===== config.mk =====
export PLATFORM = sky130hd
export DESIGN_NAME = pwm_fault_guard
export DESIGN_NICKNAME = d
export VERILOG_FILES = /design/src/rtl/pfg_pkg.sv /design/src/rtl/pfg_sync.sv /design/src/rtl/pfg_regs.sv /design/src/rtl/pfg_qual.sv /design/src/rtl/pfg_hold.sv /design/src/rtl/pwm_fault_guard.sv
export SDC_FILE = /design/constraint.sdc
export NUM_CORES = 1
export LEC_CHECK = 0
export ABC_AREA = 1
export BUFFER_PORTS_ARGS = -buffer_cell sky130_fd_sc_hd__buf_2
export CAP_MARGIN = 0
export CELL_PAD_IN_SITES_DETAIL_PLACEMENT = 0
export CELL_PAD_IN_SITES_GLOBAL_PLACEMENT = 1
export CORE_UTILIZATION = 43
export CTS_CLUSTER_SIZE = 28
export DETAILED_ROUTE_END_ITERATION = 12
export GPL_TIMING_DRIVEN = 0
export PLACE_DENSITY = 0.88
export SETUP_SLACK_MARGIN = 0.02
export SLEW_MARGIN = 0
export SYNTH_ARGS = -nofsm -noshare
export SYNTH_HDL_FRONTEND = slang
export SYNTH_SLANG_ARGS = --single-unit

===== constraint.sdc =====
create_clock -name clk -period 4.7 [get_ports clk]
set_input_delay 0.235 -clock clk [delete_from_list [all_inputs] [get_ports clk]]
set_output_delay 0.235 -clock clk [all_outputs]
set_load 0.005 [all_outputs]

===== src/rtl/pfg_pkg.sv =====
package pfg_pkg;
  localparam int unsigned ADDR_W = 3;
  localparam int unsigned DATA_W = 32;

  localparam logic [ADDR_W-1:0] A_CTRL   = 3'd0;
  localparam logic [ADDR_W-1:0] A_PIN    = 3'd1;
  localparam logic [ADDR_W-1:0] A_CMP    = 3'd2;
  localparam logic [ADDR_W-1:0] A_MINLEN = 3'd3;
  localparam logic [ADDR_W-1:0] A_OVR    = 3'd4;
  localparam logic [ADDR_W-1:0] A_CLEAR  = 3'd5;
  localparam logic [ADDR_W-1:0] A_IRQEN  = 3'd6;

  localparam int unsigned PIN_MASK_LSB = 8;
  localparam int unsigned OVR_SAFE_LSB = 8;
  localparam int unsigned CLR_CMP_LSB  = 8;
  localparam int unsigned CLR_FLAG_BIT = 16;

  typedef struct packed {
    logic comb_src;
    logic latch_en;
    logic stretch_en;
    logic irq_en;
  } guard_ctrl_t;
endpackage


===== src/rtl/pfg_sync.sv =====
module pfg_sync #(
  parameter int unsigned W = 4
) (
  input  logic         clk,
  input  logic         rst,
  input  logic [W-1:0] async_i,
  output logic [W-1:0] sync_o
);
  logic [W-1:0] meta_q;
  logic [W-1:0] stab_q;

  always_ff @(posedge clk) begin
    if (rst) begin
      meta_q <= '0;
      stab_q <= '0;
    end else begin
      meta_q <= async_i;
      stab_q <= meta_q;
    end
  end

  assign sync_o = stab_q;
endmodule


===== src/rtl/pfg_regs.sv =====
module pfg_regs
  import pfg_pkg::*;
#(
  parameter int unsigned N_PIN = 4,
  parameter int unsigned N_CMP = 8,
  parameter int unsigned N_OUT = 8,
  parameter int unsigned PER_W = 16
) (
  input  logic              clk,
  input  logic              rst,
  input  logic              wr_en,
  input  logic [ADDR_W-1:0] wr_addr,
  input  logic [DATA_W-1:0] wr_data,
  output guard_ctrl_t       ctrl,
  output logic [N_PIN-1:0]  pin_inv,
  output logic [N_PIN-1:0]  pin_mask,
  output logic [N_CMP-1:0]  cmp_mask,
  output logic [PER_W-1:0]  min_len,
  output logic [N_OUT-1:0]  ovr_sel,
  output logic [N_OUT-1:0]  safe_val,
  output logic [N_PIN-1:0]  clr_pin,
  output logic [N_CMP-1:0]  clr_cmp,
  output logic              clr_flag
);
  logic clr_hit;
  logic unused_wr_bits;

  always_ff @(posedge clk) begin
    if (rst) begin
      ctrl     <= '0;
      pin_inv  <= '0;
      pin_mask <= '0;
      cmp_mask <= '0;
      min_len  <= '0;
      ovr_sel  <= '0;
      safe_val <= '0;
    end else if (wr_en) begin
      case (wr_addr)
        A_CTRL: begin
          ctrl.comb_src   <= wr_data[0];
          ctrl.latch_en   <= wr_data[1];
          ctrl.stretch_en <= wr_data[2];
        end
        A_PIN: begin
          pin_inv  <= wr_data[N_PIN-1:0];
          pin_mask <= wr_data[PIN_MASK_LSB +: N_PIN];
        end
        A_CMP:    cmp_mask <= wr_data[N_CMP-1:0];
        A_MINLEN: min_len  <= wr_data[PER_W-1:0];
        A_OVR: begin
          ovr_sel  <= wr_data[N_OUT-1:0];
          safe_val <= wr_data[OVR_SAFE_LSB +: N_OUT];
        end
        A_IRQEN:  ctrl.irq_en <= wr_data[0];
        default: ;
      endcase
    end
  end

  // write-one-to-clear strobes, valid for the write cycle only
  assign clr_hit  = wr_en && (wr_addr == A_CLEAR);
  assign clr_pin  = clr_hit ? wr_data[N_PIN-1:0] : '0;
  assign clr_cmp  = clr_hit ? wr_data[CLR_CMP_LSB +: N_CMP] : '0;
  assign clr_flag = clr_hit && wr_data[CLR_FLAG_BIT];

  assign unused_wr_bits = ^wr_data;
endmodule


===== src/rtl/pfg_qual.sv =====
module pfg_qual #(
  parameter int unsigned N_PIN = 4,
  parameter int unsigned N_CMP = 8
) (
  input  logic             clk,
  input  logic             rst,
  input  logic [N_PIN-1:0] pin_sync,
  input  logic [N_CMP-1:0] cmp_trig,
  input  logic             comb_src,
  input  logic [N_PIN-1:0] pin_inv,
  input  logic [N_PIN-1:0] pin_mask,
  input  logic [N_CMP-1:0] cmp_mask,
  output logic [N_PIN-1:0] pin_hit,
  output logic [N_CMP-1:0] cmp_hit,
  output logic             raw
);
  logic [N_CMP-1:0] cmp_q;
  logic [N_PIN-1:0] pin_act;

  always_ff @(posedge clk) begin
    if (rst) cmp_q <= '0;
    else     cmp_q <= cmp_trig;
  end

  assign pin_act = pin_sync ^ pin_inv;
  // global mode: pin 0 only, no masks, no comparators
  assign pin_hit = comb_src ? (pin_act & pin_mask) : (pin_act & N_PIN'(1));
  assign cmp_hit = comb_src ? (cmp_q & cmp_mask) : '0;
  assign raw     = (|pin_hit) | (|cmp_hit);
endmodule


===== src/rtl/pfg_hold.sv =====
module pfg_hold #(
  parameter int unsigned PER_W = 16
) (
  input  logic             clk,
  input  logic             rst,
  input  logic             raw,
  input  logic             latch_en,
  input  logic             stretch_en,
  input  logic [PER_W-1:0] min_len,
  input  logic             clr_flag,
  output logic             fault_d,
  output logic             fault_q
);
  logic [PER_W-1:0] cnt;
  logic             latch_q;
  logic             stretching;

  assign stretching = stretch_en && (cnt != '0);
  assign fault_d    = raw || stretching || latch_q;

  always_ff @(posedge clk) begin
    if (rst) begin
      cnt     <= '0;
      latch_q <= 1'b0;
      fault_q <= 1'b0;
    end else begin
      if (raw)             cnt <= (min_len == '0) ? '0 : min_len - PER_W'(1);
      else if (cnt != '0)  cnt <= cnt - PER_W'(1);
      if (raw && latch_en) latch_q <= 1'b1;
      else if (clr_flag)   latch_q <= 1'b0;
      fault_q <= fault_d;
    end
  end


  stretch_load_chk: assert property (@(posedge clk) disable iff (rst)
    (raw && (min_len > PER_W'(1))) |=> (cnt != '0));


  latch_keep_chk: assert property (@(posedge clk) disable iff (rst)
    (latch_q && !clr_flag) |=> latch_q);
endmodule


===== src/rtl/pwm_fault_guard.sv =====
module pwm_fault_guard
  import pfg_pkg::*;
#(
  parameter int unsigned N_PIN = 4,
  parameter int unsigned N_CMP = 8,
  parameter int unsigned N_OUT = 8,
  parameter int unsigned PER_W = 16
) (
  input  logic              clk,
  input  logic              rst,
  input  logic [N_PIN-1:0]  fault_pin_i,
  input  logic [N_CMP-1:0]  cmp_trig_i,
  input  logic [N_OUT-1:0]  pwm_i,
  input  logic              wr_en,
  input  logic [ADDR_W-1:0] wr_addr,
  input  logic [DATA_W-1:0] wr_data,
  output logic [N_OUT-1:0]  pwm_o,
  output logic              fault_active_o,
  output logic              irq_o,
  output logic [N_PIN-1:0]  pin_stat_o,
  output logic [N_CMP-1:0]  cmp_stat_o
);
  guard_ctrl_t      ctrl;
  logic [N_PIN-1:0] pin_inv, pin_mask, pin_sync, pin_hit, clr_pin;
  logic [N_CMP-1:0] cmp_mask, cmp_hit, clr_cmp;
  logic [PER_W-1:0] min_len;
  logic [N_OUT-1:0] ovr_sel, safe_val, pwm_nx;
  logic             clr_flag, raw, fault_d, fault_q, irq_flag;

  pfg_regs #(.N_PIN(N_PIN), .N_CMP(N_CMP), .N_OUT(N_OUT), .PER_W(PER_W)) u_regs (
    .clk(clk), .rst(rst), .wr_en(wr_en), .wr_addr(wr_addr), .wr_data(wr_data),
    .ctrl(ctrl), .pin_inv(pin_inv), .pin_mask(pin_mask), .cmp_mask(cmp_mask),
    .min_len(min_len), .ovr_sel(ovr_sel), .safe_val(safe_val),
    .clr_pin(clr_pin), .clr_cmp(clr_cmp), .clr_flag(clr_flag));

  pfg_sync #(.W(N_PIN)) u_sync (
    .clk(clk), .rst(rst), .async_i(fault_pin_i), .sync_o(pin_sync));

  pfg_qual #(.N_PIN(N_PIN), .N_CMP(N_CMP)) u_qual (
    .clk(clk), .rst(rst), .pin_sync(pin_sync), .cmp_trig(cmp_trig_i),
    .comb_src(ctrl.comb_src), .pin_inv(pin_inv), .pin_mask(pin_mask),
    .cmp_mask(cmp_mask), .pin_hit(pin_hit), .cmp_hit(cmp_hit), .raw(raw));

  pfg_hold #(.PER_W(PER_W)) u_hold (
    .clk(clk), .rst(rst), .raw(raw), .latch_en(ctrl.latch_en),
    .stretch_en(ctrl.stretch_en), .min_len(min_len), .clr_flag(clr_flag),
    .fault_d(fault_d), .fault_q(fault_q));

  for (genvar g = 0; g < N_OUT; g++) begin : g_ovr
    assign pwm_nx[g] = (fault_d && ovr_sel[g]) ? safe_val[g] : pwm_i[g];
  end

  always_ff @(posedge clk) begin
    if (rst) begin
      pwm_o      <= '0;
      pin_stat_o <= '0;
      cmp_stat_o <= '0;
      irq_flag   <= 1'b0;
    end else begin
      pwm_o      <= pwm_nx;
      pin_stat_o <= (pin_stat_o & ~clr_pin) | pin_hit;
      cmp_stat_o <= (cmp_stat_o & ~clr_cmp) | cmp_hit;
      if (fault_d && !fault_q) irq_flag <= 1'b1;
      else if (clr_flag)       irq_flag <= 1'b0;
    end
  end

  assign fault_active_o = fault_q;
  assign irq_o          = irq_flag & ctrl.irq_en;


  ovr_safe_chk: assert property (@(posedge clk) disable iff (rst)
    fault_d |=> ((pwm_o & $past(ovr_sel)) == ($past(safe_val) & $past(ovr_sel))));


  pass_chk: assert property (@(posedge clk) disable iff (rst)
    !fault_d |=> (pwm_o == $past(pwm_i)));


  irq_set_chk: assert property (@(posedge clk) disable iff (rst)
    $rose(fault_active_o) |-> irq_flag);


  stat_keep_chk: assert property (@(posedge clk) disable iff (rst)
    (clr_pin == '0) |=> ((pin_stat_o & $past(pin_stat_o)) == $past(pin_stat_o)));
endmodule


==> metrics <==
status=finished, final reports clean; initial DRC count=332; DP HPWL=about 10000 um; Max Root-Sink Buffers=2; first-pass GRT wire length=roughly 22000 um; slowest stage delay, CP=0.32 ns; Ys Warns=0; Max Cap Violations=0; post-route minimum period=between 1.5 and 2 ns; Post-synth top flop=dfxtp_1; root buffer cell=clkbuf_8; worst path bufs/invs=2; CP top delay family=simple AND/OR/NAND/NOR gates; Commonest cells post-synth=122 x nand2_1, 111 x nor2_1, 107 x dfxtp_1, 94 x inv_1, 70 x a21oi_1; fmax=521 MHz; remaining antenna violation count after routing=0; vias in the first global route=between 4000 and 5000; # IOs=80; Total Wirelength=roughly 13000 um; Worst-Margin Slew=between 0.7 and 0.8 ns; Final Max Tran Viols=0; # Post-CTS Setup Buffers=0; cell row count=38; Req. time, crit path=approximately 5 ns; die footprint=about 0.012 mm2; final hold viol count=0; Num Clock Sinks=around 110; Worst-path clk slew=0.11 ns; worst skew pair latency=0.38 ns; DRC violations left=0; final cycle utilization of the critical path=between 40 and 50%; CTS buffer count=9; Die Y=108 um; wire length per cell=14.5 um; Synthesized Nets=755; CP Capture Type=flip-flop; P per Cell Area=422 mW/mm2; initial antenna violation count=0; slowest cell on the critical path=nor2_1; setup-violating endpoint count in the final report=0; drt pass-1 iters=5; Post-synth EDFFs=0; H-Tree Depth=3; Startpoint Class=flip-flop; worst hold-check path type=input port to flip-flop; critical path, cell by cell=inv_1 > ha_1 > nand3_1 > nor2_1 > nand2_1 > clkbuf_1 > nand4_1 > a21oi_2; fraction of registers with async set/reset=0%; top area cells in the synthesized netlist=dfxtp_1 44%, nand2_1 9.5%, nor2_1 8.6%; VDD IR max=approximately 250 uV; largest net degree at the start of global routing=21; clock skew=approximately 0.015 ns; Layout Cells excl Fill=about 910; IO buf count=64; crit-path max FO=10; Gate Count Post-Synth=approximately 700; setup TNS=0 ns; hold buffer count at CTS=0; largest area contributor in the netlist=dfxtp_1; fin util=50.9%; Pleak=around 2.6 nW; Overflow after GRT=0; RD Place Congestion=about 0.9; initial core utilization=approximately 44%; Yosys top cell area share=about 44%; top-count cell post-synth=nand2_1; core area=approximately 0.011 mm2; share of layout cells above drive strength 1=around 14%; GRT Overall Usage=24.4%; RSZ-0062 raised after global routing=false; n_diodes=0; Area Growth Syn to Fin=14.4%; Avg Inst Size Synth=between 6 and 7 um2; Slew Limit Headroom=a little over half; CTS tree=yes; #FFs+latches synth=between 100 and 150; total chip power=between 2 and 2.5 mW; Worst EP arrival=2.20 ns; synthesized cell area=a little under 0.005 mm2; crit path kind=flip-flop to flip-flop; Die W=around 110 um; sequential area share after synthesis=roughly 44%; Yosys cell types=23; CTS resizes=0; Net count, final=830; placed insts=898; vias=4626; vias per cell=just over 5
==> layout make-up <==
cell class | count | area, um2
fillers | 1141 | 5350
flip-flops and latches | 107 | 2140
well taps | 140 | 175
plain buffers | 24 | 139
repair buffers | 64 | 320
clock buffers | 10 | 138
clock inverters | 6 | 65.1
multi-input cells | 469 | 2210
inverters | 94 | 353
==> power breakdown <==
| group | switching (mW) | internal [mW] |
|---|---|---|
| clock | 0.351 | 0.223 |
| combinational | 0.462 | 0.260 |
| sequential | 0.0556 | 0.985 |
| total | 0.868 | 1.47 |
==> per-stage QoR <==
step                      instance area (um2)  setup slack, ns  hold slack [ns]
after CTS                                5540             2.77           0.0288
after floorplan                          4840             3.16            0.304
after detailed placement                 5340             2.79            0.398
after global routing                     5540             2.61           0.0134
final                                    5540             2.78           0.0371
after global placement                   5340             2.80            0.391
==> cell usage in the layout, fill, tap and decap left out, drive strengths merged <==
cell type / instances
nand3b: 4
clkinv: 3
buf: 71
nand4: 8
nor3: 2
clkbuf: 27
nor2: 114
o21ai: 75
inv: 97
a21oi: 76
o31ai: 1
dfxtp: 107
ha: 3
nand2: 125
xor2: 11
nand3: 50
==> cell families (layout without fill, tap and decap cells) <==
family / count (synthesis) / count (layout) / synth area share [%]
simple gates: 303 / 303 / 26.3
compound gates: 152 / 152 / 16.5
buf+inv: 118 / 198 / 10.2
flops: 107 / 107 / 44.2
xor+xnor: 11 / 11 / 1.99
fa+ha+maj: 3 / 3 / 0.775
==> tightest hold or removal path: cells and delay by family <==
kind	cells	cell delay, ns
simple gates	1	0.03
buf+inv	2	0.13
==> flip-flops by register name, summed over array words and instances, names as in the netlist <==
name,cells
u_qual.cmp_q,8
u_regs.ctrl,4
u_regs.pin_mask,4
cmp_stat_o,8
u_sync.sync_o,4
u_sync.meta_q,4
u_hold.latch_q,1
pwm_o,8
irq_flag,1
u_regs.min_len,16
u_regs.pin_inv,4
u_hold.fault_q,1
u_regs.safe_val,8
u_regs.cmp_mask,8
pin_stat_o,4
u_hold.cnt,16
u_regs.ovr_sel,8
==> routing by layer <==
| layer | vias to the layer above | global-route usage (%) | wire length [um] |
|---|---|---|---|
| met1 | 2122 | 32.3 | 6240 |
| met5 | - | 0 | 0 |
| met4 | 0 | 8.22 | 337 |
| li1 | 2355 | - | - |
| met2 | 125 | 39.3 | 6040 |
| met3 | 24 | 5.36 | 627 |
==> final timing paths <==
| check | startpoint | endpoint | slack, ns | cells past startpoint |
|---|---|---|---|---|
| min reg2reg | u_sync.meta_q[3] | u_sync.sync_o[3] | 0.41 | 2 |
| max | u_regs.min_len[1] | u_hold.cnt[15] | 2.78 | 8 |
| min | cmp_trig_i[6] | u_qual.cmp_q[6] | 0.04 | 3 |
| max reg2reg | u_regs.min_len[1] | u_hold.cnt[15] | 2.78 | 8 |
Note: power is estimated with default switching activity, not from simulation.
